`src/rtl/addsub_pkg.sv`:
```
package addsub_pkg;
  typedef enum logic {
    OP_ADD = 1'b0,
    OP_SUB = 1'b1
  } op_e;
endpackage

```
`src/rtl/as_full_adder.sv`:
```
module as_full_adder (
  input  logic a_i,
  input  logic b_i,
  input  logic c_i,
  output logic s_o,
  output logic c_o
);
  logic p;
  assign p   = a_i ^ b_i;
  assign s_o = p ^ c_i;
  assign c_o = (a_i & b_i) | (c_i & p);
endmodule

```
`src/rtl/as_group.sv`:
```
module as_group #(
  parameter int unsigned GW = 4
) (
  input  logic [GW-1:0] a_i,
  input  logic [GW-1:0] b_i,
  input  logic          c_i,
  output logic [GW-1:0] s_o,
  output logic          c_o
);
  logic [GW:0] c;
  assign c[0] = c_i;

  for (genvar k = 0; k < GW; k++) begin : g_bit
    as_full_adder u_fa (
      .a_i(a_i[k]),
      .b_i(b_i[k]),
      .c_i(c[k]),
      .s_o(s_o[k]),
      .c_o(c[k+1])
    );
  end

  assign c_o = c[GW];
endmodule

```
`src/rtl/as_segment.sv`:
```
module as_segment #(
  parameter int unsigned SW = 16,
  parameter int unsigned GW = 4
) (
  input  logic [SW-1:0] a_i,
  input  logic [SW-1:0] b_i,
  input  logic          c_i,
  output logic [SW-1:0] s_o,
  output logic          c_o
);
  localparam int unsigned NG = SW / GW;

  logic [NG:0] c;
  assign c[0] = c_i;

  for (genvar g = 0; g < NG; g++) begin : g_grp
    as_group #(.GW(GW)) u_grp (
      .a_i(a_i[g*GW +: GW]),
      .b_i(b_i[g*GW +: GW]),
      .c_i(c[g]),
      .s_o(s_o[g*GW +: GW]),
      .c_o(c[g+1])
    );
  end

  assign c_o = c[NG];
endmodule

```
`src/rtl/as_ovf_detect.sv`:
```
module as_ovf_detect
  import addsub_pkg::*;
(
  input  logic a_msb_i,
  input  logic b_msb_i,
  input  logic s_msb_i,
  input  op_e  op_i,
  output logic ovf_o
);
  always_comb begin
    if (op_i == OP_SUB) ovf_o = (a_msb_i != b_msb_i) && (s_msb_i != a_msb_i);
    else                ovf_o = (a_msb_i == b_msb_i) && (s_msb_i != a_msb_i);
  end
endmodule

```
`src/rtl/addsub_unit.sv`:
```
module addsub_unit
  import addsub_pkg::*;
#(
  parameter int unsigned WIDTH = 32,
  parameter int unsigned SEG_W = 16,
  parameter int unsigned GRP_W = 4
) (
  input  logic [WIDTH-1:0] a_i,
  input  logic [WIDTH-1:0] b_i,
  input  logic             sub_i,
  output logic [WIDTH-1:0] sum_o,
  output logic             carry_o,
  output logic             ovf_o
);
  localparam int unsigned NSEG = WIDTH / SEG_W;

  op_e              op;
  logic [WIDTH-1:0] b_eff;
  logic [NSEG:0]    c;

  assign op    = op_e'(sub_i);
  assign b_eff = b_i ^ {WIDTH{sub_i}};  // invert B for subtract
  assign c[0]  = sub_i;                 // +1 completes two's complement

  for (genvar s = 0; s < NSEG; s++) begin : g_seg
    as_segment #(.SW(SEG_W), .GW(GRP_W)) u_seg (
      .a_i(a_i[s*SEG_W +: SEG_W]),
      .b_i(b_eff[s*SEG_W +: SEG_W]),
      .c_i(c[s]),
      .s_o(sum_o[s*SEG_W +: SEG_W]),
      .c_o(c[s+1])
    );
  end

  assign carry_o = c[NSEG];

  as_ovf_detect u_ovf (
    .a_msb_i(a_i[WIDTH-1]),
    .b_msb_i(b_i[WIDTH-1]),
    .s_msb_i(sum_o[WIDTH-1]),
    .op_i   (op),
    .ovf_o  (ovf_o)
  );
endmodule

```
`config.mk`:
```
export PLATFORM = sky130hd
export DESIGN_NAME = addsub_unit
export DESIGN_NICKNAME = d
export VERILOG_FILES = /design/src/rtl/addsub_pkg.sv /design/src/rtl/as_full_adder.sv /design/src/rtl/as_group.sv /design/src/rtl/as_segment.sv /design/src/rtl/as_ovf_detect.sv /design/src/rtl/addsub_unit.sv
export SDC_FILE = /design/constraint.sdc
export NUM_CORES = 1
export LEC_CHECK = 0
export ABC_AREA = 0
export BUFFER_PORTS_ARGS = -buffer_cell sky130_fd_sc_hd__buf_4
export CORE_MARGIN = 5
export CORE_UTILIZATION = 45
export DETAILED_ROUTE_END_ITERATION = 8
export PLACE_DENSITY = 0.86
export SYNTH_ARGS = -nofsm -noshare
export SYNTH_HDL_FRONTEND = slang
export SYNTH_SLANG_ARGS = --single-unit
```
`constraint.sdc`:
```
create_clock -name vclk -period 22.4
set_input_delay 3.36 -clock vclk [all_inputs]
set_output_delay 3.36 -clock vclk [all_outputs]
set_load 0.01 [all_outputs]
```
## Word level (Yosys, flattened, before mapping)

Cells that the tools add are included.

- Output and inout port bits: 34
- Latch bits: 0
- Flip-flop bits (word level): 0
- Memories kept: 0
- Memory bits (read-only): 0
- Memory bits (writable): 0
- Word-level logic and storage cells: 167
- Input port bits: 65

- Equality and inequality tests: 3
- Order comparisons: 0
- Multiply operators: 0
- Shifts and indexed selects: 0
- Reductions and logical operators: 2
- Add/subtract/negate cells: 0
- Div/mod/pow operators: 0
- Bitwise gates (word level): 161
- Multiplexer cells: 1

Operators by type and width:

| cell | count |
|---|---|
| $and A1 B1 Y1 | 64 |
| $xor A1 B1 Y1 | 64 |
| $or A1 B1 Y1 | 32 |
| $xor A32 B32 Y32 | 1 |
| $logic_and A1 B1 Y1 | 2 |
| $ne A1 B1 Y1 | 2 |
| $eq A1 B1 Y1 | 1 |
| $mux W1 | 1 |

## Depth between registers and ports, before layout

Gate-level depths: netlist of run 1.

- Depth in word-level cells: 68
- Mapped depth: 37

## By module

A second synthesis of run 1 with hierarchy kept.

- Cell total of the unflattened synthesis: 72
- Area, all modules: 1026.0 sq um

By module, submodules not included:

| module | sequential area each (sq um) | area each (sq um) | instances | cells an instance |
|---|---|---|---|---|
| as_full_adder | 0.0 | 20.0 | 32 | 1 |
| addsub_unit | 0.0 | 351.6 | 1 | 36 |
| as_ovf_detect | 0.0 | 33.8 | 1 | 4 |

## Worst setup path before layout of run 1

No wires, ideal clock.

- Path kind: input -> output
- Start: input sub_i
- End: output ovf_o
- Required time: 19040 ps
- Cell stages on the path: 37
- Setup slack: 3014 ps
- Arrival: 16026 ps
- Cell sequence: buf_6 > buf_6 > xnor2_1 > fa_1 > fa_1 > fa_1 > fa_1 > fa_1 > fa_1 > fa_1 > fa_1 > fa_1 > fa_1 > fa_1 > fa_1 > fa_1 > fa_1 > fa_1 > fa_1 > fa_1 > fa_1 > fa_1 > fa_1 > fa_1 > fa_1 > fa_1 > fa_1 > fa_1 > fa_1 > fa_1 > fa_1 > fa_1 > fa_1 > inv_1 > fa_1 > nand2b_1 > mux2i_1

- Longest elaborated chain between the ends: 68
- Elaborated cells between the ends (all ways): 131
- Those cells by class: eq/ne (1); mux (1); bitwise (127); reduce/logical (2)

Ends and longest elaborated chain:

| element | RTL line | RTL |
|---|---|---|
| start, declared | addsub_unit.sv:10 | `input logic sub_i,` |
| $xor A32 B32 Y32 | addsub_unit.sv:22 | `assign b_eff = b_i ^ {WIDTH{sub_i}};` |
| $xor A1 B1 Y1 | as_full_adder.sv:9 | `assign p = a_i ^ b_i;` |
| $and A1 B1 Y1 | as_full_adder.sv:11 | `assign c_o = (a_i & b_i) \| (c_i & p);` |
| $or A1 B1 Y1 | as_full_adder.sv:11 |  |
| $and A1 B1 Y1 | as_full_adder.sv:11 |  |
| $or A1 B1 Y1 | as_full_adder.sv:11 |  |
| $and A1 B1 Y1 | as_full_adder.sv:11 |  |
| $or A1 B1 Y1 | as_full_adder.sv:11 |  |
| [... 53 more ...] | - |  |
| $or A1 B1 Y1 | as_full_adder.sv:11 |  |
| $and A1 B1 Y1 | as_full_adder.sv:11 |  |
| $or A1 B1 Y1 | as_full_adder.sv:11 |  |
| $xor A1 B1 Y1 (*) | as_full_adder.sv:10 | `assign s_o = p ^ c_i;` |
| via g_seg[1].u_seg.g_grp[3].u_grp.g_bit[3].u_fa.s_o | as_full_adder.sv:5 | `output logic s_o,` |
| $ne A1 B1 Y1 (*) | as_ovf_detect.sv:11, as_ovf_detect.sv:12 |  |
| $logic_and A1 B1 Y1, on equally long branches | as_ovf_detect.sv:12, as_ovf_detect.sv:11 |  |
| $mux W1 (*) | as_ovf_detect.sv:11 | `if (op_i == OP_SUB) ovf_o = (a_msb_i != b_msb_i) && (s_msb_i != a_msb_i);` |
| end, declared | addsub_unit.sv:13 | `output logic ovf_o` |

The timed path passes the listed nets; every way through them passes the cells marked *.

## Worst setup path in the final report of run 1

- Start: input sub_i
- End: output ovf_o

- Longest elaborated chain between the ends: 68
- Elaborated cells between the ends (all ways): 131
- Those cells by class: eq/ne (1); mux (1); bitwise (127); reduce/logical (2)

Ends and longest elaborated chain:

| element | RTL line |
|---|---|
| $xor A32 B32 Y32 | addsub_unit.sv:22 |
| $xor A1 B1 Y1 | as_full_adder.sv:9 |
| $and A1 B1 Y1 | as_full_adder.sv:11 |
| $or A1 B1 Y1 | as_full_adder.sv:11 |
| $and A1 B1 Y1 | as_full_adder.sv:11 |
| $or A1 B1 Y1 | as_full_adder.sv:11 |
| $and A1 B1 Y1 | as_full_adder.sv:11 |
| $or A1 B1 Y1 | as_full_adder.sv:11 |
| [... 52 more ...] | - |
| $and A1 B1 Y1 | as_full_adder.sv:11 |
| $or A1 B1 Y1 | as_full_adder.sv:11 |
| $and A1 B1 Y1 | as_full_adder.sv:11 |
| $or A1 B1 Y1 | as_full_adder.sv:11 |
| $xor A1 B1 Y1 | as_full_adder.sv:10 |
| $ne A1 B1 Y1 | as_ovf_detect.sv:11, as_ovf_detect.sv:12 |
| $logic_and A1 B1 Y1, on equally long branches | as_ovf_detect.sv:12, as_ovf_detect.sv:11 |
| $mux W1 (*) | as_ovf_detect.sv:11 |

Every way passes the cells marked *; elsewhere a longest branch is shown, timed or not.

==> metrics.yaml, run 1 <==
power_and_ir_drop:
  vdd_drop_max_v: 0.0000233
  p_leak_nw: 1.12
  cellPowerDensity_nw_per_um2: 41.8
placed_design:
  dp.cells: 271
  gp_congestion: 0.705
  place_worst_setup_slack_ns: 2.24
  hpwl_mm: 2.81
  io_buffers: 99
final_layout:
  regArea_sq_um: 0
  instances_no_fill: 271
  area_growth_pct: 35.0
  num_antenna_cells: 0
  fillers: 273
  multi_input_area_sq_um: 952
  flops_and_latches: 0
  fin_util_pct: 64.3
  clock_buffers: 0
  fin_nets: 325
  drive_gt1_share_pct: 44.1
logic_synthesis:
  synthesis.area_sq_um: 1470
  synth_commonest_cells: "inv_1, buf_4, fa_1, xnor2_1, buf_6"
  yosysTopAreaCell: "fa_1"
  synth_cell_type_count: 9
  avgSynthCellArea_sq_um: 8.94
  ys_warn_count: 0
  synth_top_area_share_pct: 42.3
  synth_nets: 260
  synth_most_common_cell: "inv_1"
  synth_area_leaders: "fa_1, xnor2_1, buf_4"
  syn_inst: 164
  seq_area_frac_synth_pct: 0
route:
  drcViolationCount: 0
  drtAntennaViolNets: 0
  via_count: 1107
  drt_iter0_markers: 39
  wl_per_cell_microns: 10.7
  finalWirelength_mm: 2.91
  firstDrtPassIters: 4
  via_per_inst: 4.08
critical_path:
  cp_top_family: "adder cells"
  critical_path.slowest_cell: "fa_1"
  cp-end-kind: "output pin"
  crit_top_cell: "fa_1"
  crit_arrival_ns: 16.75
  path_class: "in -> out"
  max_stage_delay_ns: 0.44
  cp.required_ns: 19.04
  worstSetupStartpointType: "primary input"
  crit_buf_inv: 3
  critical_path.max_fanout: 32
floorplanning:
  die_area_sq_um: 4500
  die_w_microns: 67.1
  num_rows: 20
  dieHeight_microns: 67.1
  core_sq_um: 3080
  initial_core_util_pct: 47.6
  ios: 99
global_route:
  track_usage_pct: 13.4
  antenna_found_initial: 0
  grt_overflow: 0
  grt_pass1_wl_mm: 4.81
  grt_max_degree: 33
  grt_pass1_vias: 1214
clock_tree:
  cts_setup_buffers: 0
  cts-resized-gates: 0
  holdBufCountCts: 0
sta:
  final-hold-violation-count: 0
  rsz0062_at_grt: "false"
  holdWs_ns: 7.00
  worstMarginPinSlew_ns: 0.538
  final.setup.worst_slack_ns: 2.29
  fmax_ghz: 0.0497
  setup-violations-final: 0
  slew_headroom_pct: 64.2
  fin_setup_tns_ns: 0
  fin_crit_sh_pct: 89.8
  fin_crit_ns: 20.11
  drv_slew: 0
run_status:
  status: "complete, no violations"
min_path:
  holdCritPathClass: "in -> out"
  holdPathStages: 3
  hold_start: "a_i[0]"
  min_to: "sum_o[0]"
job:
  cap_violations: 0
[how the worst max path moves through the flow]
stage | start | to | slack [ns] | cells after the start
final | sub_i | ovf_o | 2.29 | 37
after global routing | sub_i | ovf_o | 1.74 | 37
after CTS | sub_i | ovf_o | 2.20 | 37
after detailed placement | sub_i | ovf_o | 2.24 | 37
after global placement | sub_i | ovf_o | 2.43 | 37
after floorplan | sub_i | ovf_o | 3.01 | 37
[metrics by stage]
step	total power [mW]	area, sq um
floorplan	0.0651	1470
global placement	0.0814	1980
detailed placement	0.0848	1980
CTS	0.0850	1980
global route	0.0940	1980
finish	0.0827	1980
[layer usage]
metal | vias up | part of all wire, % | track usage, %
met4 | 0 | 1.3 | 1.52
met3 | 4 | 13 | 3.20
met5 | - | 0 | 0
met1 | 522 | 29 | 14.0
li1 | 523 | - | -
met2 | 58 | 56 | 27.2
[report_power, final]
part	switching [mW]	total, mW	internal, mW
registers	0	0	0
logic	0.0380	0.0827	0.0447
clock network	0	0	0
[logic make-up after synthesis]
family | synth area share (%)
xor gates and xnor gates | 20.4
adders and majority gates | 42.3
buffers and inverters | 35.1
and+or+nand+nor | 0.853
muxes | 1.37
[final cells by class]
cell class	instances	share of cell area [%]
Multi-Input combinational cell	67	48.1
Timing Repair Buffer	99	37.5
Inverter	61	11.6
Tap cell	44	2.78
[cells in the final DEF (no fill, tap or decap), drive strengths merged]
| master | netlist | layout |
|---|---|---|
| xor2 | 2 | 2 |
| inv | 61 | 61 |
| xnor2 | 30 | 30 |
| mux2i | 2 | 2 |
| fa | 31 | 31 |
| buf | 36 | 99 |
| nand2b | 2 | 2 |
[worst min-delay path, cell delays in order]
cell and delay (ns):
buf_4 0.09, xor2_1 0.05, buf_4 0.14
Note: power is estimated with default switching activity, not from simulation.
==> inputs of run 2 (changes only) <==
--- a/config.mk
+++ b/config.mk
@@ -7,7 +7,6 @@
 export LEC_CHECK = 0
 export ABC_AREA = 0
 export BUFFER_PORTS_ARGS = -buffer_cell sky130_fd_sc_hd__buf_4
-export CORE_MARGIN = 5
 export CORE_UTILIZATION = 45
 export DETAILED_ROUTE_END_ITERATION = 8
 export PLACE_DENSITY = 0.86
==> metrics.yaml, run 2 (synthesis results as in run 1) <==
min_path:
  holdCritPathClass: "in -> out"  # unchanged
critical_path:
  cp-end-kind: "output pin"  # unchanged
  cp.required_ns: 19.04  # about the same
  path_class: "in -> out"  # unchanged
  worstSetupStartpointType: "primary input"  # unchanged
  crit_top_cell: "fa_1"  # unchanged
  critical_path.max_fanout: 32  # unchanged
  crit_arrival_ns: 16.80  # was 16.75 ns
  critical_path.slowest_cell: "buf_4"  # was fa_1
  max_stage_delay_ns: 0.44  # about the same
job:
  cap_violations: 0  # unchanged
placed_design:
  dpl_cell_area_sq_um: 1980  # unchanged
  io_buffers: 99  # unchanged
  hpwl_mm: 2.59  # was 2.81 mm
  dp.cells: 271  # unchanged
  place_worst_setup_slack_ns: 2.24  # about the same
  gp_congestion: 0.759  # was 0.705
global_route:
  antenna_found_initial: 0  # unchanged
  grt_pass1_vias: 1106  # was 1214
  track_usage_pct: 16.2  # was 13.4%
  grt_pass1_wl_mm: 4.33  # was 4.81 mm
  grt_max_degree: 33  # unchanged
  grt_overflow: 0  # unchanged
final_layout:
  drive_gt1_share_pct: 44.1  # unchanged
  clock_buffers: 0  # unchanged
  regArea_sq_um: 0  # unchanged
  area_growth_pct: 35.0  # unchanged
  flops_and_latches: 0  # unchanged
  fin_util_pct: 64.3  # unchanged
  final_cell_area_sq_um: 1980  # unchanged
  instances_no_fill: 271  # unchanged
  num_antenna_cells: 0  # unchanged
  final_common_cell: "buf_4"  # unchanged
  fillers: 274  # was 273
  layout_common_cells: "buf_4, inv_1, fa_1, xnor2_1"  # unchanged
  fin_nets: 325  # unchanged
sta:
  final-hold-violation-count: 0  # unchanged
  fin_crit_ns: 20.16  # was 20.11 ns
  fin_crit_sh_pct: 90.0  # was 89.8%
  holdWs_ns: 7.00  # about the same
  slew_headroom_pct: 62.6  # was 64.2%
  worstMarginPinSlew_ns: 0.561  # was 0.538 ns
  drv_slew: 0  # unchanged
  final.setup.worst_slack_ns: 2.24  # was 2.29 ns
  fmax_ghz: 0.0496  # was 0.0497 GHz
  rsz0062_at_grt: "false"  # unchanged
  fin_setup_tns_ns: 0  # unchanged
  setup-violations-final: 0  # unchanged
route:
  drtAntennaViolNets: 0  # unchanged
  via_per_inst: 4.09  # was 4.08
  drt_iter0_markers: 13  # was 39
  wl_per_cell_microns: 10.4  # was 10.7 microns
  drcViolationCount: 0  # unchanged
  finalWirelength_mm: 2.81  # was 2.91 mm
  firstDrtPassIters: 2  # was 4
  via_count: 1108  # was 1107
floorplanning:
  num_rows: 20  # unchanged
  core_sq_um: 3080  # unchanged
  initial_core_util_pct: 47.6  # unchanged
  dieHeight_microns: 59.1  # was 67.1 microns
  die_w_microns: 59.1  # was 67.1 microns
  die_area_sq_um: 3490  # was 4500 sq um
  ios: 99  # unchanged
power_and_ir_drop:
  p_total_mw: 0.0823  # was 0.0827 mW
  p_leak_nw: 1.12  # unchanged
  cellPowerDensity_nw_per_um2: 41.6  # was 41.8 nW/um^2
  vdd_drop_max_v: 0.0000249  # was 0.0000233 V
clock_tree:
  cts-resized-gates: 0  # unchanged
  holdBufCountCts: 0  # unchanged
  cts_setup_buffers: 0  # unchanged
run_status:
  status: "complete, no violations"  # unchanged
[run 2: cell counts in the layout (fill, tap and decap cells not counted)]
No cell type changed its count.
[run 2: final timing paths]
| path | startpoint | to | slack, ns | cells after the start |
|---|---|---|---|---|
| max | sub_i | ovf_o | 2.24 | 37 |
| min | a_i[0] | sum_o[0] | 7.00 | 3 |
[run 2: critical path, delay by kind of cell]
| kind | cells | cell delay, ns |
|---|---|---|
| muxes | 1 | 0.13 |
| buffers and inverters | 3 | 0.65 |
| adders and majority gates | 31 | 12.27 |
| xor gates and xnor gates | 1 | 0.18 |
| and+or+nand+nor | 1 | 0.17 |
[run 2: cell type report]
| cell class | instances | area, sq um | share of cell area (%) |
|---|---|---|---|
| tap | 44 | 55.1 | 2.78 |
| timing repair buffer | 99 | 743 | 37.5 |
| inverter | 61 | 229 | 11.6 |
| multi-input combinational | 67 | 952 | 48.1 |
[run 2: power breakdown]
part	switching (mW)	total [mW]	internal, mW	leakage [nW]
Clock	0	0	0	0
Sequential	0	0	0	0
Combinational	0.0378	0.0823	0.0445	1.12
[run 2: per-layer routing]
layer | up-vias | wire length [microns] | GRT usage [%]
met4 | 0 | 36 | 1.70
met1 | 527 | 843 | 15.6
met5 | - | 0 | 0
met3 | 4 | 204 | 1.53
li1 | 522 | - | -
met2 | 55 | 1720 | 36.2
